$ cat src/rtl/baud_pkg.sv
package baud_pkg;
   localparam int unsigned BAUD_BYTE_W   = 8;
   localparam int unsigned BAUD_OVS      = 16;

   typedef struct packed {
      logic tick;
      logic stb;
   } baud_evt_t;
endpackage

$ cat src/rtl/baud_step_join.sv
module baud_step_join #(
   parameter int unsigned BYTE_W = 8,
   localparam int unsigned STEP_W = 2 * BYTE_W
) (
   input  logic [BYTE_W-1:0] hi_i,
   input  logic [BYTE_W-1:0] lo_i,
   output logic [STEP_W-1:0] step_o
);
   if (BYTE_W < 1) begin : g_bad_w
      $error("baud_step_join: BYTE_W must be positive");
   end

   assign step_o = {hi_i, lo_i};
endmodule

$ cat src/rtl/baud_phase_acc.sv
module baud_phase_acc #(
   parameter int unsigned ACC_W = 16
) (
   input  logic             clk,
   input  logic             rst_n,
   input  logic             en_i,
   input  logic [ACC_W-1:0] step_i,
   output logic             carry_o
);
   if (ACC_W < 2) begin : g_bad_w
      $error("baud_phase_acc: ACC_W must be at least 2");
   end

   logic [ACC_W-1:0] phase_q;
   logic [ACC_W:0]   sum;

   assign sum = {1'b0, phase_q} + {1'b0, step_i};

   always_ff @(posedge clk or negedge rst_n) begin
      if (!rst_n) begin
         phase_q <= '0;
         carry_o <= 1'b0;
      end else if (!en_i) begin
         phase_q <= '0;
         carry_o <= 1'b0;
      end else begin
         phase_q <= sum[ACC_W-1:0];
         carry_o <= sum[ACC_W];
      end
   end
endmodule

$ cat src/rtl/baud_ovs_div.sv
module baud_ovs_div #(
   parameter int unsigned OVS = 16,
   localparam int unsigned CNT_W = (OVS > 1) ? $clog2(OVS) : 1
) (
   input  logic clk,
   input  logic rst_n,
   input  logic en_i,
   input  logic tick_i,
   output logic stb_o
);
   if (OVS < 1 || (OVS & (OVS - 1)) != 0) begin : g_bad_ovs
      $error("baud_ovs_div: OVS must be a power of two");
   end

   if (OVS == 1) begin : g_pass
      assign stb_o = tick_i;
   end else begin : g_count
      localparam logic [CNT_W-1:0] LAST = CNT_W'(OVS - 1);
      logic [CNT_W-1:0] cnt_q;

      always_ff @(posedge clk or negedge rst_n) begin
         if (!rst_n) begin
            cnt_q <= '0;
         end else if (!en_i) begin
            cnt_q <= '0;
         end else if (tick_i) begin
            cnt_q <= cnt_q + 1'b1;
         end
      end

      assign stb_o = tick_i && (cnt_q == LAST);
   end
endmodule

$ cat src/rtl/baud_tick_gen.sv
module baud_tick_gen
   import baud_pkg::*;
#(
   parameter int unsigned BYTE_W = BAUD_BYTE_W,
   parameter int unsigned OVS    = BAUD_OVS,
   localparam int unsigned ACC_W = 2 * BYTE_W
) (
   input  logic              clk,
   input  logic              rst_n,
   input  logic              en,
   input  logic [BYTE_W-1:0] step_hi,
   input  logic [BYTE_W-1:0] step_lo,
   output logic              os_tick,
   output logic              bit_stb
);
   logic [ACC_W-1:0] step;
   baud_evt_t        evt;

   baud_step_join #(.BYTE_W(BYTE_W)) u_join (
      .hi_i  (step_hi),
      .lo_i  (step_lo),
      .step_o(step)
   );

   baud_phase_acc #(.ACC_W(ACC_W)) u_acc (
      .clk    (clk),
      .rst_n  (rst_n),
      .en_i   (en),
      .step_i (step),
      .carry_o(evt.tick)
   );

   baud_ovs_div #(.OVS(OVS)) u_div (
      .clk   (clk),
      .rst_n (rst_n),
      .en_i  (en),
      .tick_i(evt.tick),
      .stb_o (evt.stb)
   );

   assign os_tick = evt.tick;
   assign bit_stb = evt.stb;
endmodule

$ cat config.mk
export PLATFORM = sky130hd
export DESIGN_NAME = baud_tick_gen
export DESIGN_NICKNAME = d
export VERILOG_FILES = /design/src/rtl/baud_pkg.sv /design/src/rtl/baud_step_join.sv /design/src/rtl/baud_phase_acc.sv /design/src/rtl/baud_ovs_div.sv /design/src/rtl/baud_tick_gen.sv
export SDC_FILE = /design/constraint.sdc
export NUM_CORES = 1
export LEC_CHECK = 0
export ABC_AREA = 1
export BUFFER_PORTS_ARGS = -buffer_cell sky130_fd_sc_hd__buf_2
export CAP_MARGIN = 5
export CORE_UTILIZATION = 43
export DETAILED_ROUTE_END_ITERATION = 10
export SLEW_MARGIN = 10
export SYNTH_ARGS = -nofsm -noshare
export SYNTH_HDL_FRONTEND = slang
export SYNTH_SLANG_ARGS = --single-unit
$ cat constraint.sdc
create_clock -name clk -period 2 [get_ports clk]
set_clock_uncertainty 0.05 [all_clocks]
set_input_delay 0.3 -clock clk [delete_from_list [all_inputs] [get_ports clk]]
set_output_delay 0.3 -clock clk [all_outputs]
set_load 0.02 [all_outputs]
# Word-level counts from Yosys, hierarchy flattened
# Index checks and enable logic that the tools add are counted.
[totals]
output_inout_bits = 2
n_memories = 0
in_bits = 19
rom_bits = 0
ram_bits = 0
latch_bits = 0
wordCells = 12
register_bits = 21
[op_classes]
muxes = 4
n_addsub = 2
div_mod_pow = 0
n_bitwise = 0
shifts = 0
n_reduce_logical = 1
mul = 0
eq_ne = 2
n_lt_le_gt_ge = 0
[op_table]
columns = ["operator", "n"]
rows = [
  ["16-bit by 16-bit adder with 17-bit output", 1],
  ["16-bit 2-to-1 mux", 1],
  ["4-bit 2-to-1 mux", 2],
  ["4-bit by 1-bit adder with 4-bit output (second input constant)", 1],
  ["4-bit equality test (second input constant)", 1],
  ["2-bit by 1-bit != test with 1-bit output (second input constant)", 1],
  ["1-bit logical AND", 1],
  ["1-bit 2-to-1 mux", 1],
]

# Depth between registers and ports, before layout
# Gate-level depths: netlist (run 1).
[logic_depth]
word_depth = 3
ltp_mapped = 11
depth_no_buf = 11

# By module
# From an unflattened synthesis (run 1), not the netlist that was laid out.
[hier_totals]
cells_unflattened = 267
hier_area_um2 = 1785.5
[by_module_without_submodules]
columns = ["mod", "n_inst", "area_per_inst_um2", "seq_area_each_um2", "cells_each"]
rows = [
  ["baud_phase_acc", 1, 1458.9, 425.4, 225],
  ["baud_ovs_div", 1, 206.4, 100.1, 26],
  ["baud_step_join", 1, 120.1, 0.0, 16],
]

# Least setup slack after synthesis (run 1)
# No wires, ideal clock.
[synth_path]
path_type = "register -> register"
from = "reg u_acc.phase_q[0]"
to = "reg u_acc.phase_q[8]"
stages_incl_launch_ff = 11
period_less_slack_ps = 1588
slack_ps = 412
t_arrival_ps = 1418
cell_sequence = "dfrtp_1 ha_1 inv_1 fa_1 inv_1 nand3_1 nand3_1 inv_1 o21bai_1 and2_1 nor2_1"
[synth_between]
elab_chain_cells = 2
[synth_lines]
columns = ["item", "line", "source"]
rows = [
  ["start, declared", "baud_phase_acc.sv:14", "logic [ACC_W-1:0] phase_q;"],
  ["start signal, assigned", "baud_phase_acc.sv:27", "phase_q <= sum[ACC_W-1:0];"],
  ["16-bit by 16-bit adder with 17-bit output", "baud_phase_acc.sv:17", "assign sum = {1'b0, phase_q} + {1'b0, step_i};"],
  ["16-bit 2-to-1 mux", "baud_phase_acc.sv:23", "end else if (!en_i) begin"],
]
# No other way between the ends.
# A chain may end at the register's enable or synchronous reset.

# Final worst setup path (run 1)
# Ends and elaborated chain as after synthesis.

==> results of run 1 <==
## worst max-delay path, cell delays in order, from the launching register on
cell      delay, ns
dfrtp_1        0.35
ha_1           0.15
inv_1          0.05
fa_1           0.35
inv_1          0.11
nand3_1        0.08
nand3_1        0.09
inv_1          0.06
o21bai_1       0.14
and2_1         0.14
nor2_1         0.04
## cell usage in the layout (no fill, tap or decap), types with 2 or more instances in the layout
cell type and instances:
nand3_1 7, ha_1 17, and2_1 2, buf_2 20
a21oi_1 19, inv_2 6, inv_1 45, nor2_1 21
nand2_1 73, dfrtp_1 21, clkbuf_8 3, nand2_2 8
nand3_2 3, nor2_2 2, nor3_1 4, nor3_2 2
o21ai_0 8
## layout make-up
cell class,count,area share [%]
multi-input combinational,175,51.3
sequential,21,27.3
inverter,51,9.96
timing repair buffer,21,5.73
tap,48,3.13
clock buffer,3,2.15
clock inverter,1,0.391
## metal layers
metal	track usage, %	share of wire [%]
met4	4.08	0.82
met2	31.8	46
met5	0	0
met1	24.3	50
met3	3.65	3.6
## power groups by stage
| stage | clock (mW) | combinational, mW | sequential [mW] |
|---|---|---|---|
| 2_1_floorplan | 0 | 0.850 | 0.587 |
| 3_3_place_gp | 0 | 1.06 | 0.593 |
| 3_5_place_dp | 0 | 1.07 | 0.594 |
| 4_1_cts | 0.315 | 1.08 | 0.586 |
| 5_1_grt | 0.326 | 1.24 | 0.598 |
| 6_report | 0.300 | 1.06 | 0.584 |
## logic make-up (layout without fill, tap and decap cells)
group / count (synthesis) / count (layout)
compound gates: 30 / 30
xor+xnor: 1 / 1
simple gates: 126 / 126
buf+inv: 52 / 76
flops: 21 / 21
fa+ha+maj: 18 / 18
## registers in the layout, indices dropped and copies added, names as in the netlist
signal	flops
u_acc.carry_o	1
u_div.g_count.cnt_q	4
u_acc.phase_q	16
## timing repair
item | 4_1_cts | 5_1_grt
buffers inserted | 0 | 0
hold buffers | 1 | 0
endpoints found under the hold margin | 21 | 0
## through the flow
stage,cell area [um2],cells
2_1_floorplan,1720,248
3_3_place_gp,1860,315
3_5_place_dp,1860,315
4_1_cts,1920,320
5_1_grt,1920,320
6_report,1920,320
## worst paths after layout
kind / endpoint / slack (ns) / depth (start not counted)
max: u_acc.phase_q[8] / 0.28 / 10
min reg2reg: u_acc.phase_q[0] / 0.52 / 3
min in group asynchronous: u_acc.phase_q[11] / 0.48 / 2
min: u_acc.phase_q[0] / 0.29 / 4
max in group asynchronous: u_acc.phase_q[3] / 1.08 / 2
max reg2reg: u_acc.phase_q[8] / 0.28 / 10
==> flow_summary.json, run 1 <==
{
  "status": "complete, no violations",
  "hold_start": "step_lo[0]",
  "yosys.area.top_type_share_pct": 30.6,
  "cts_made_buffers": 3,
  "synth_most_common_cell": "nand2_1",
  "setup-tns-final_ns": 0,
  "synth-simple-area-share_pct": 33.7,
  "grt_pass1_wl_um": 6020,
  "final_layout_size_suffix_gt1_share_pct": 18.0,
  "period_needed_ns": 1.72,
  "timing_hold_violations_final": 0,
  "ctsLongestPathBuffers": 2,
  "postCtsResizedCells": 0,
  "fp.dieW_um": 65.2,
  "synth-seq-cells": 21,
  "setup_viol": 0,
  "design.die.area_um2": 4250,
  "whs_ns": 0.286,
  "rsz0062_at_grt": "no",
  "synth-edff-count": 0,
  "synth_area_um2": 1720,
  "clkTransAtPathRegs_ns": 0.09,
  "end_kind": "flip-flop",
  "ys_warn_count": 0,
  "routed_wl_um": 3430,
  "r2r_start": "u_acc.phase_q[0]",
  "cp_max_fo": 4,
  "ir_drop_mv": 0.473,
  "seqPwrFrac_pct": 30.1,
  "drc": 0,
  "htree_levels": 1,
  "drtIter0Drc": 111,
  "io_pins": 21,
  "max_freq_mhz": 582,
  "grt_use_total_pct": 18.7,
  "area_delta_synth_final_pct": 12.0,
  "seqCellArea_um2": 526,
  "critPathRequiredTime_ns": 2.11,
  "p_total_mw": 1.94,
  "multiInputGateArea_um2": 986,
  "syn-instance-count": 248,
  "crit_path_start_kind": "flip-flop",
  "seq_area_frac_synth_pct": 30.6,
  "antenna_found_initial": 0,
  "combPwrFrac_pct": 54.4,
  "holdCritPathClass": "input port to flip-flop",
  "pre_cts_ws_ns": 0.234,
  "async_reset_ff_share_pct": 100,
  "post-route-util_pct": 51.3,
  "yosys.area.top_type": "dfrtp_1",
  "p_sw_share_pct": 45.1,
  "critPathLaunch": "u_acc.phase_q[0]",
  "final_nets": 310,
  "slew_headroom_pct": 66.0,
  "max_slew.worst_pin.slew_ns": 0.511,
  "synth_xor_area_share_pct": 0.510,
  "gp_congestion": 0.782,
  "ctsRootBufferMaster": "clkbuf_8",
  "yosysUniqueCellTypes": 25,
  "criticalPathCategory": "flip-flop to flip-flop",
  "fill_cells": 398,
  "timing.final.crit_share_pct": 85.8,
  "synthTopCellsByArea": "dfrtp_1 (31%), nand2_1 (16%), ha_1 (12%)",
  "wire_per_inst_um": 10.7,
  "clkSinkCount": 21,
  "die_h_um": 65.2,
  "drv_slew": 0,
  "core_um2": 3740,
  "syn_avg_cell_area_um2": 6.92,
  "synth_ff_type": "dfrtp_1",
  "synth_fa_ha_area_share_pct": 13.6,
  "cts_tree": "built",
  "arrival_ns": 1.83,
  "first_pass_iters": 4,
  "p_int_mw": 1.07,
  "grt_pass1_vias": 1410,
  "drt-vias-per-instance": 4.58,
  "rows": 22,
  "drv_cap": 0,
  "vias": 1467,
  "clockPowerShare_pct": 15.5,
  "synth_nets": 285,
  "clk_latency_ns": 0.27,
  "synth_mux_area_share_pct": 0,
  "dp_hpwl_um": 2730,
  "p_sw_uw": 877,
  "setup_ws_ns": 0.283,
  "io_buffers": 20,
  "diodes": 0,
  "synth_common_cells": "nand2_1 (73), inv_1 (45), dfrtp_1 (21), nor2_1 (21), a21oi_1 (19)",
  "synth_top_family_by_area": "simple AND/OR/NAND/NOR gates",
  "power_leakage_nw": 1.15,
  "grt-ovfl-total": 0,
  "initial_core_util_pct": 45.9,
  "synth_compound_area_share_pct": 9.62,
  "powerDensity_nw_per_um2": 1010,
  "grt_max_degree": 22,
  "postRouteAntennaNets": 0
}
Power figures use the tool's default switching activity.
==> inputs of run 2 (changes only) <==
--- a/config.mk
+++ b/config.mk
@@ -10,7 +10,10 @@
 export CAP_MARGIN = 5
 export CORE_UTILIZATION = 43
 export DETAILED_ROUTE_END_ITERATION = 10
+export PLACE_DENSITY = 0.59
+export RECOVER_POWER = 50
 export SLEW_MARGIN = 10
 export SYNTH_ARGS = -nofsm -noshare
 export SYNTH_HDL_FRONTEND = slang
 export SYNTH_SLANG_ARGS = --single-unit
+export TNS_END_PERCENT = 1
==> run 2 against run 1 <==
Compared with the run above:
- sequential share of layout area barely moved
- first-iteration DRC count fell by 32%
- cell area fell by 0.13%
- critical endpoint unchanged
- critical path type unchanged
- highest routed layer unchanged
- utilization fell by 0.067 points
- via count rose by 4.0%
==> flow_summary.json, run 2 (synthesis results as in run 1) <==
{
  "largest_registers": "u_acc.phase_q x16, u_div.g_count.cnt_q x4, u_acc.carry_o x1",
  "dp_hpwl_um": 2770,
  "use_met2_pct": 33.9,
  "hold_start": "step_lo[0]",
  "grt_use_total_pct": 19.1,
  "clockPowerShare_pct": 14.9,
  "wire_per_inst_um": 10.9,
  "grt_pass1_wl_um": 6290,
  "grt-ovfl-total": 0,
  "fp.dieW_um": 65.2,
  "drv_slew": 0,
  "ctsLongestPathBuffers": 2,
  "r2r_start": "u_acc.phase_q[0]",
  "io_buffers": 20,
  "setup_viol": 0,
  "max_freq_mhz": 576,
  "routed_wl_um": 3480,
  "clkTransAtPathRegs_ns": 0.09,
  "crit_path_start_kind": "flip-flop",
  "p_int_mw": 1.07,
  "io_pins": 21,
  "hold_buffers": 1,
  "cts_made_buffers": 3,
  "first_pass_iters": 4,
  "seqPwrFrac_pct": 30.1,
  "clk_latency_ns": 0.26,
  "whs_ns": 0.297,
  "core_um2": 3740,
  "critPathRequiredTime_ns": 2.14,
  "final_layout_size_suffix_gt1_share_pct": 17.3,
  "timing_hold_violations_final": 0,
  "drtIter0Drc": 75,
  "postCtsResizedCells": 0,
  "final_cell_mix": "nand2_1 (73), inv_1 (45), nor2_1 (21), dfrtp_1 (21), a21oi_1 (19)",
  "drt-vias-per-instance": 4.77,
  "largest_reg_flops": 16,
  "powerDensity_nw_per_um2": 1010,
  "grt-busiest-layer": "met2",
  "drc": 0,
  "vias": 1526,
  "end_kind": "flip-flop",
  "slew_headroom_pct": 18.4,
  "rows": 22,
  "arrival_ns": 1.87,
  "combPwrFrac_pct": 55.0,
  "design.die.area_um2": 4250,
  "rr_worst_depth": 10,
  "grt_pass1_vias": 1443,
  "ctsRootBufferMaster": "clkbuf_8",
  "cp_max_fo": 4,
  "reg2reg_to": "u_acc.phase_q[8]",
  "setup-tns-final_ns": 0,
  "max_slew.worst_pin.slew_ns": 1.22,
  "drv_cap": 0,
  "gp_congestion": 0.788,
  "cts_setup_buffers": 0,
  "fill_cells": 421,
  "holdPathEnd": "u_acc.phase_q[0]",
  "use_met1_pct": 24.2,
  "period_needed_ns": 1.74,
  "final_nets": 310,
  "p_sw_uw": 879,
  "holdCritPathClass": "input port to flip-flop",
  "initial_core_util_pct": 45.9,
  "seqCellArea_um2": 526,
  "regMostFlops": "u_acc.phase_q",
  "timing.final.crit_share_pct": 86.8,
  "p_sw_share_pct": 45.2,
  "die_h_um": 65.2,
  "cts_tree": "built",
  "area_delta_synth_final_pct": 11.8,
  "ir_drop_mv": 0.614,
  "rrSetupSlack_ns": 0.26,
  "postRouteAntennaNets": 0,
  "antenna_found_initial": 0,
  "rsz0062_at_grt": "no",
  "post-route-util_pct": 51.3,
  "status": "complete, no violations",
  "clkSinkCount": 21,
  "diodes": 0,
  "layout.cells.most_common": "nand2_1",
  "multiInputGateArea_um2": 986,
  "power_leakage_nw": 1.14,
  "criticalPathCategory": "flip-flop to flip-flop",
  "min_path_cells": 4,
  "htree_levels": 1,
  "grt_max_degree": 22,
  "critPathLaunch": "u_acc.phase_q[0]",
  "use_met3_pct": 3.65
}
-- run 2: cell count changes in the layout (fill, tap and decap cells not counted), sizes merged --
cell / previous run / this run
buf: 20 / 18
clkbuf: 3 / 5
-- run 2: worst max-delay path by stage --
stage                            end  depth (start not counted)  slack [ns]
finish              u_acc.phase_q[8]                         10        0.26
global route        u_acc.phase_q[8]                         10        0.03
CTS                 u_acc.phase_q[8]                         10        0.26
detailed placement  u_acc.phase_q[8]                         11        0.21
global placement    u_acc.phase_q[8]                         11        0.27
floorplan           u_acc.phase_q[8]                         10        0.41
-- run 2: final cells by class --
type / instances / area share, %
multi-input cells: 175 / 51.4
clock buffers: 3 / 2.15
clock inverters: 1 / 0.391
flip-flops and latches: 21 / 27.4
well taps: 48 / 3.13
repair buffers: 21 / 5.61
inverters: 51 / 9.97
-- run 2: power groups by stage --
stage          combinational (mW)  sequential (mW)  clock, mW
3_3_place_gp                 1.06            0.594          0
3_5_place_dp                 1.08            0.595          0
6_report                     1.07            0.585      0.290
5_1_grt                      1.25            0.600      0.323
4_1_cts                      1.08            0.587      0.308
2_1_floorplan               0.850            0.587          0
-- run 2: worst max-delay path, stage by stage (launching register included) --
cell      delay (ns)
dfrtp_1         0.34
ha_1            0.16
inv_1           0.05
fa_1            0.35
inv_1           0.11
nand3_1         0.08
nand3_1         0.09
inv_1           0.06
o21bai_1        0.13
o21ai_0         0.09
nor2_1          0.15
-- run 2: per-stage QoR --
stage / instance area, um2 / total power, mW / std cells / setup WS [ns]
final: 1920 / 1.95 / 320 / 0.264
after global routing: 1920 / 2.17 / 320 / 0.0289
after CTS: 1920 / 1.98 / 320 / 0.255
after detailed placement: 1860 / 1.67 / 315 / 0.208
after global placement: 1860 / 1.66 / 315 / 0.271
after floorplan: 1720 / 1.44 / 248 / 0.412
-- run 2: per-layer routing --
metal | vias to the layer above | part of all wire (%)
met5 | - | 0
met3 | 2 | 2.6
met2 | 17 | 47
met1 | 694 | 50
li1 | 813 | -
met4 | 0 | 0.60
